[src/rtl/gpio_pkg.sv]
package gpio_pkg;

    typedef enum logic [1:0] {
        ADR_PINS  = 2'd0,
        ADR_LATCH = 2'd1,
        ADR_DIR   = 2'd2,
        ADR_BITOP = 2'd3
    } gpio_addr_e;

endpackage

[src/rtl/gpio_sync.sv]
module gpio_sync #(
    parameter int WIDTH  = 8,
    parameter int STAGES = 2
) (
    input  logic             clk,
    input  logic             rst_n,
    input  logic [WIDTH-1:0] d_in,
    output logic [WIDTH-1:0] d_out
);

    logic [WIDTH-1:0] stage_q [STAGES];

    genvar s;
    generate
        for (s = 0; s < STAGES; s++) begin : g_stage
            if (s == 0) begin : g_first
                always_ff @(posedge clk or negedge rst_n) begin
                    if (!rst_n) stage_q[s] <= '0;
                    else        stage_q[s] <= d_in;
                end
            end else begin : g_next
                always_ff @(posedge clk or negedge rst_n) begin
                    if (!rst_n) stage_q[s] <= '0;
                    else        stage_q[s] <= stage_q[s-1];
                end
            end
        end
    endgenerate

    assign d_out = stage_q[STAGES-1];

endmodule

[src/rtl/gpio_regs.sv]
module gpio_regs
    import gpio_pkg::*;
#(
    parameter int WIDTH = 8,
    localparam int IDX_W = (WIDTH > 1) ? $clog2(WIDTH) : 1
) (
    input  logic             clk,
    input  logic             rst_n,
    input  logic             we,
    input  gpio_addr_e       addr,
    input  logic [WIDTH-1:0] wdata,
    output logic [WIDTH-1:0] latch_q,
    output logic [WIDTH-1:0] dir_q
);

    logic [IDX_W-1:0] bit_idx;
    logic             bit_val;
    logic [WIDTH-1:0] latch_d;

    assign bit_idx = wdata[IDX_W-1:0];
    assign bit_val = wdata[IDX_W];

    always_comb begin
        latch_d = latch_q;
        if (we) begin
            unique case (addr)
                ADR_PINS, ADR_LATCH: latch_d = wdata;
                ADR_BITOP: begin
                    for (int i = 0; i < WIDTH; i++) begin
                        if (bit_idx == IDX_W'(i)) latch_d[i] = bit_val;
                    end
                end
                default: latch_d = latch_q;
            endcase
        end
    end

    always_ff @(posedge clk or negedge rst_n) begin
        if (!rst_n) begin
            latch_q <= '0;
            dir_q   <= '1;
        end else begin
            latch_q <= latch_d;
            if (we && addr == ADR_DIR) dir_q <= wdata;
        end
    end

    AST_RESET_VALUES: assert property (@(posedge clk)
        !rst_n |=> (latch_q == '0 && dir_q == '1));

    AST_LATCH_HOLD: assert property (@(posedge clk) disable iff (!rst_n)
        !(we && addr != ADR_DIR) |=> $stable(latch_q));

    AST_BITOP_SINGLE: assert property (@(posedge clk) disable iff (!rst_n)
        (we && addr == ADR_BITOP) |=> $countones(latch_q ^ $past(latch_q)) <= 1);

    AST_DIR_ONLY_FIRMWARE: assert property (@(posedge clk) disable iff (!rst_n)
        !(we && addr == ADR_DIR) |=> $stable(dir_q));

endmodule

[src/rtl/gpio_drive.sv]
module gpio_drive #(
    parameter int WIDTH = 8
) (
    input  logic [WIDTH-1:0] latch_q,
    input  logic [WIDTH-1:0] dir_q,
    input  logic [WIDTH-1:0] ovr_en,
    input  logic [WIDTH-1:0] ovr_oe,
    output logic [WIDTH-1:0] pad_out,
    output logic [WIDTH-1:0] pad_oe
);

    genvar b;
    generate
        for (b = 0; b < WIDTH; b++) begin : g_bit
            assign pad_oe[b]  = ovr_en[b] ? ovr_oe[b] : ~dir_q[b];
            assign pad_out[b] = ovr_en[b] ? 1'b0      : latch_q[b];
        end
    endgenerate

endmodule

[src/rtl/gpio_port.sv]
module gpio_port
    import gpio_pkg::*;
#(
    parameter int WIDTH       = 8,
    parameter int SYNC_STAGES = 2
) (
    input  logic             clk,
    input  logic             rst_n,
    input  logic             bus_we,
    input  logic [1:0]       bus_addr,
    input  logic [WIDTH-1:0] bus_wdata,
    output logic [WIDTH-1:0] bus_rdata,
    input  logic [WIDTH-1:0] pad_in,
    output logic [WIDTH-1:0] pad_out,
    output logic [WIDTH-1:0] pad_oe,
    input  logic [WIDTH-1:0] ovr_en,
    input  logic [WIDTH-1:0] ovr_oe
);

    gpio_addr_e       addr_e;
    logic [WIDTH-1:0] latch_q;
    logic [WIDTH-1:0] dir_q;
    logic [WIDTH-1:0] pins_s;

    assign addr_e = gpio_addr_e'(bus_addr);

    gpio_sync #(.WIDTH(WIDTH), .STAGES(SYNC_STAGES)) u_sync (
        .clk   (clk),
        .rst_n (rst_n),
        .d_in  (pad_in),
        .d_out (pins_s)
    );

    gpio_regs #(.WIDTH(WIDTH)) u_regs (
        .clk     (clk),
        .rst_n   (rst_n),
        .we      (bus_we),
        .addr    (addr_e),
        .wdata   (bus_wdata),
        .latch_q (latch_q),
        .dir_q   (dir_q)
    );

    gpio_drive #(.WIDTH(WIDTH)) u_drive (
        .latch_q (latch_q),
        .dir_q   (dir_q),
        .ovr_en  (ovr_en),
        .ovr_oe  (ovr_oe),
        .pad_out (pad_out),
        .pad_oe  (pad_oe)
    );

    always_comb begin
        unique case (addr_e)
            ADR_PINS:  bus_rdata = pins_s;
            ADR_LATCH: bus_rdata = latch_q;
            ADR_DIR:   bus_rdata = dir_q;
            default:   bus_rdata = '0;
        endcase
    end

    AST_OE_FROM_DIR: assert property (@(posedge clk) disable iff (!rst_n)
        ((~ovr_en) & (pad_oe ^ ~dir_q)) == '0);

    AST_OVR_FORCES_LOW: assert property (@(posedge clk) disable iff (!rst_n)
        ((ovr_en & pad_out) == '0) && ((ovr_en & (pad_oe ^ ovr_oe)) == '0));

    AST_OUT_FROM_LATCH: assert property (@(posedge clk) disable iff (!rst_n)
        ((~ovr_en) & (pad_out ^ latch_q)) == '0);

endmodule

[config.mk]
export PLATFORM = sky130hd
export DESIGN_NAME = gpio_port
export DESIGN_NICKNAME = d
export VERILOG_FILES = /design/src/rtl/gpio_pkg.sv /design/src/rtl/gpio_sync.sv /design/src/rtl/gpio_regs.sv /design/src/rtl/gpio_drive.sv /design/src/rtl/gpio_port.sv
export SDC_FILE = /design/constraint.sdc
export NUM_CORES = 1
export LEC_CHECK = 0
export ABC_AREA = 1
export ABC_CLOCK_PERIOD_IN_PS = 1350
export CORE_MARGIN = 2
export CORE_UTILIZATION = 38
export DETAILED_ROUTE_END_ITERATION = 8
export PLACE_DENSITY = 0.72
export SYNTH_ARGS = -nofsm -noshare
export SYNTH_HDL_FRONTEND = slang
export SYNTH_SLANG_ARGS = --single-unit
[constraint.sdc]
create_clock -name clk -period 1.35 [get_ports clk]
set_clock_uncertainty 0.2 [all_clocks]
set_input_delay 0.27 -clock clk [delete_from_list [all_inputs] [get_ports clk]]
set_output_delay 0.27 -clock clk [all_outputs]
set_load 0.02 [all_outputs]
== Yosys cells after proc, flatten, opt, wreduce, memory -nomap -nowiden ==
Cells that the tools add are included.
Operators by class
  add/sub/neg operators: 0
  $mul: 0
  divide/modulo/power cells: 0
  magnitude comparators: 0
  eq/ne operators: 18
  shifts and indexed selects: 0
  multiplexer cells: 26
  bitwise gates (word level): 8
  reductions and logical operators: 13
Operators with widths (count)
  two-way mux 1 bit: 24
  case mux 8 bit (3 select lines): 1
  AND reduction 3 bit: 8
  inequality test 2 x 1 -> 1 bit, second input constant: 8
  case mux 8 bit (2 select lines): 1
  equality test 3 bit, second input constant: 4
  NOT 1 bit: 8
  equality test 3 x 2 -> 1 bit, second input constant: 2
  equality test 2 bit, second input constant: 2
  equality test 3 x 1 -> 1 bit, second input constant: 1
  logical NOT 3 bit: 1
  equality test 2 x 1 -> 1 bit, second input constant: 1
  logical NOT 2 bit: 1
  nonzero test 2 bit: 1
  OR reduction 2 bit: 1
  logical AND 1 bit: 1
Word-level totals
  bits in registers: 32
  bits in latches: 0
  memory bits (writable): 0
  ROM bits: 0
  bits of input ports: 37
  output and inout bits: 24
  memories: 0

== Logic depth before layout (Yosys ltp) ==
  depth in word-level cells: 4
  mapped depth: 7
  depth with buffers taken out: 6

== By module ==
A second synthesis with hierarchy kept.
Unflattened totals
  cell total of the unflattened synthesis: 206
  area total of the unflattened synthesis: 1619.1 sq um
By module, submodules not included
  gpio_regs: times used 1, cells an instance 113, area each 840.8 sq um
  gpio_sync: times used 1, cells an instance 24, area each 460.4 sq um
  gpio_port: times used 1, cells an instance 37, area each 187.7 sq um
  gpio_drive: times used 1, cells an instance 32, area each 130.1 sq um

== Worst setup path before layout ==
OpenSTA, ideal clock, no wires.
  path type: input to output
  start point: input bus_addr[1]
  end point: output bus_rdata[0]
  arrival time: 901 ps
  data required time: 880 ps
  setup slack: -21 ps
  cell stages on the path: 5
  cell sequence: inv_2 nor2_4 buf_2 nand2_1 o211ai_1
On the way
  cells in the longest elaborated chain, start to end: 2
Ends and longest elaborated chain
  from (decl): line gpio_port.sv:10  | input logic [1:0] bus_addr,
  equality test 2 bit, or another cell as far along: line gpio_port.sv:54  | unique case (addr_e)
  case mux 8 bit (3 select lines) (*): line gpio_port.sv:54
  to (decl): line gpio_port.sv:12  | output logic [WIDTH-1:0] bus_rdata,
Mark *: on every way between the ends. The rest lies on a longest branch, timed or not.

== Final worst setup path ==
  start point: register u_regs.dir_q[3]
  end point: output bus_rdata[3]
On the way
  cells in the longest elaborated chain, start to end: 1
Ends and longest elaborated chain
  from (decl): line gpio_regs.sv:13  | output logic [WIDTH-1:0] dir_q
  from (signal assigned): line gpio_regs.sv:44  | if (we && addr == ADR_DIR) dir_q <= wdata;
  case mux 8 bit (3 select lines): line gpio_port.sv:54
No other way between the ends.

==> flow_summary.toml <==
[final_layout]
final_cells = 337
syn_to_final_growth_pct = 76.13
diodes = 0
nNetsFinal = 325
final_common_cell = "nand2_1"
drive_above_1_share_pct = 36.68
final_cell_mix = "nand2_1 (84), buf_4 (36), clkdlybuf4s50_1 (25)"
fillCellCount = 324

[yosys]
yosys_warnings = 0
synth_fp_nets = 225
synthSimpleGateAreaFrac_pct = 33.11
synth_xor_area_share_pct = 0
avgSynthCellArea_um2 = 7.920
synth_compound_area_share_pct = 7.731
synthAdderAreaFrac_pct = 0
ys_seq_elements = 32
syn_area_um2 = 1489
synthMuxAreaShare_pct = 0
synth-seq-area-share_pct = 54.45
synthCells = 188
synth_cell_type_count = 14
synth_top_family_by_area = "simple AND/OR/NAND/NOR gates"

[global_route]
grt_start_max_net_pins = 33
busiest_layer = "met2"
grt_usage_pct = 20.66
grt_use_met2_pct = 36.88
grt_pass1_wl_um = 6630
use_met3_pct = 6.250
grt_pass1_vias = 1488
grt_overflow = 0
grtUsageMet1_pct = 23.54
antenna_found_initial = 0

[setup_path]
slowest_stage = "dfstp_2"
r2r-end = "u_regs.latch_q[3]"
crit_family = "flip-flops"
start_kind = "flip-flop"
crit_path_end_kind = "primary output"
cp.depth = 3
r2r_setup_slack_ps = 260
max_stage_delay_ps = 550
crit_chain = "nand2_1 > o211ai_1 > buf_4"
cp_max_fo = 3
worstReg2RegStart = "u_regs.latch_q[3]"
r2r.worst_path.cells = 4
path_class = "reg2out"
critPathArrivalTime_ps = 1140
required_ps = 880
cp.buffers_inverters = 1

[die]
die_x_um = 66.60
coreArea_um2 = 3716
die_y_um = 66.60
start_util_pct = 40.07
design.portCount = 61
die-area_um2 = 4435
row_count = 22

[power]
vdd_drop_max_v = 0.0009622
p_per_area_nw_per_um2 = 1117
leakagePower_uw = 0.001309

[sta]
slew_viol_final = 0
hold_slack_ps = 143.1
grt_setup_unrepaired = "yes"
fin_crit_ps = 1612
worst_slack_ps = -261.5
setup_viol = 24
timing.fmax_mhz = 620.5
relSlewSlack_pct = 84.15
hold_viol = 0
layout_worst_path_cycle_share_pct = 119.4
final.setup.tns_ps = -4050
worst_pin_slew_ps = 237.4

[run_status]
violations = "setup timing"
outcome = "complete, but fails checks"

[drt]
ant_nets = 0
finalWirelength_um = 4184
vias = 1581
firstDrtPassIters = 4
drt_iter0_drc = 53
route.detailed.drc = 0
wl_per_cell_um = 12.42
via_per_inst = 4.691

[clock_network]
htreeDepth = 2
clockBufferDepth = 2
ctsHoldBuffers = 0
cts_sinks = 32
cts-buffers-inserted = 5
cts-root-buf = "clkbuf_8"
clk_pin_slew_worst_paths_ps = 70
cts_tree = "done"
insertion_delay_ps = 290

[placed_design]
gp_congestion = 0.7356
place_ws_ps = -1066
hpwl_um = 2935
dp.cells = 322
portBuffers = 60

[flow_run]
maxCapViolCount = 0

[hold_path]
holdCritPathClass = "in2async"
-- final cells by class --
type                            count  area [um2]  area share [%]
Timing Repair Buffer               96       925.9           35.31
Sequential cell                    32       810.8           30.92
Multi-Input combinational cell    139       665.6           25.38
Clock buffer                        6       72.57           2.767
Tap cell                           48       60.06           2.290
Inverter                           14       52.55           2.004
Clock inverter                      2       35.03           1.336
-- stage by stage --
step | power (uW) | util [%] | area [um2]
after floorplan | 1464 | - | 1491
after global placement | 1926 | 64.24 | 2387
after detailed placement | 1941 | 64.24 | 2387
after CTS | 2896 | 68.08 | 2530
after global routing | 3085 | 70.57 | 2623
final | 2930 | 70.57 | 2623
-- logic make-up (layout without fill, tap and decap cells) --
family                 Yosys count  count (layout)
buffers and inverters           17             118
AO/OA/AOI/OAI                   19              19
flip-flops                      32              32
AND/OR/NAND/NOR                120             120
-- sequential cells by signal, indices dropped and copies added (netlist names) --
signal	count
u_sync.d_out	8
u_regs.latch_q	8
u_regs.dir_q	8
u_sync.stage_q	8
-- cell usage after synthesis (all sizes together) --
master | count | share of area [%]
nand2 | 88 | 22
dfrtp | 24 | 40
nand3 | 20 | 6.7
inv | 14 | 3.5
nor2 | 12 | 4.0
o21ai | 11 | 3.7
dfstp | 8 | 14
o211ai | 8 | 4.0
buf | 3 | 1.2
-- report_power, final --
part	switching, uW	leakage (uW)	internal [uW]
Combinational	414	0.000884	463
Clock	351	0.0000552	547
Sequential	65.7	0.000370	1090
Total	831	0.00131	2100
-- how the worst max path moves through the flow --
| stage | endpoint | startpoint | slack, ps |
|---|---|---|---|
| after floorplan | bus_rdata[0] | bus_addr[1] | 5 |
| after global placement | bus_rdata[7] | bus_addr[0] | -1040 |
| after detailed placement | bus_rdata[5] | bus_addr[0] | -1070 |
| after CTS | pad_oe[0] | u_regs.dir_q[0] | -280 |
| after global routing | bus_rdata[0] | u_regs.dir_q[0] | -310 |
| final | bus_rdata[3] | u_regs.dir_q[3] | -260 |
-- repair_timing --
action / CTS / global route
gates cloned: 1 / 0
endpoints found under the setup margin: 40 / 30
pin swaps: 15 / 8
resized for setup: 177 / 23
buffers inserted: 5 / 3
-- metal layers --
| metal | wire [um] | up-vias |
|---|---|---|
| met5 | 0 | - |
| met4 | 55 | 0 |
| met3 | 262 | 5 |
| met2 | 2151 | 48 |
| met1 | 1714 | 727 |
| li1 | - | 801 |
No activity file was read; power rests on OpenSTA's default activity.
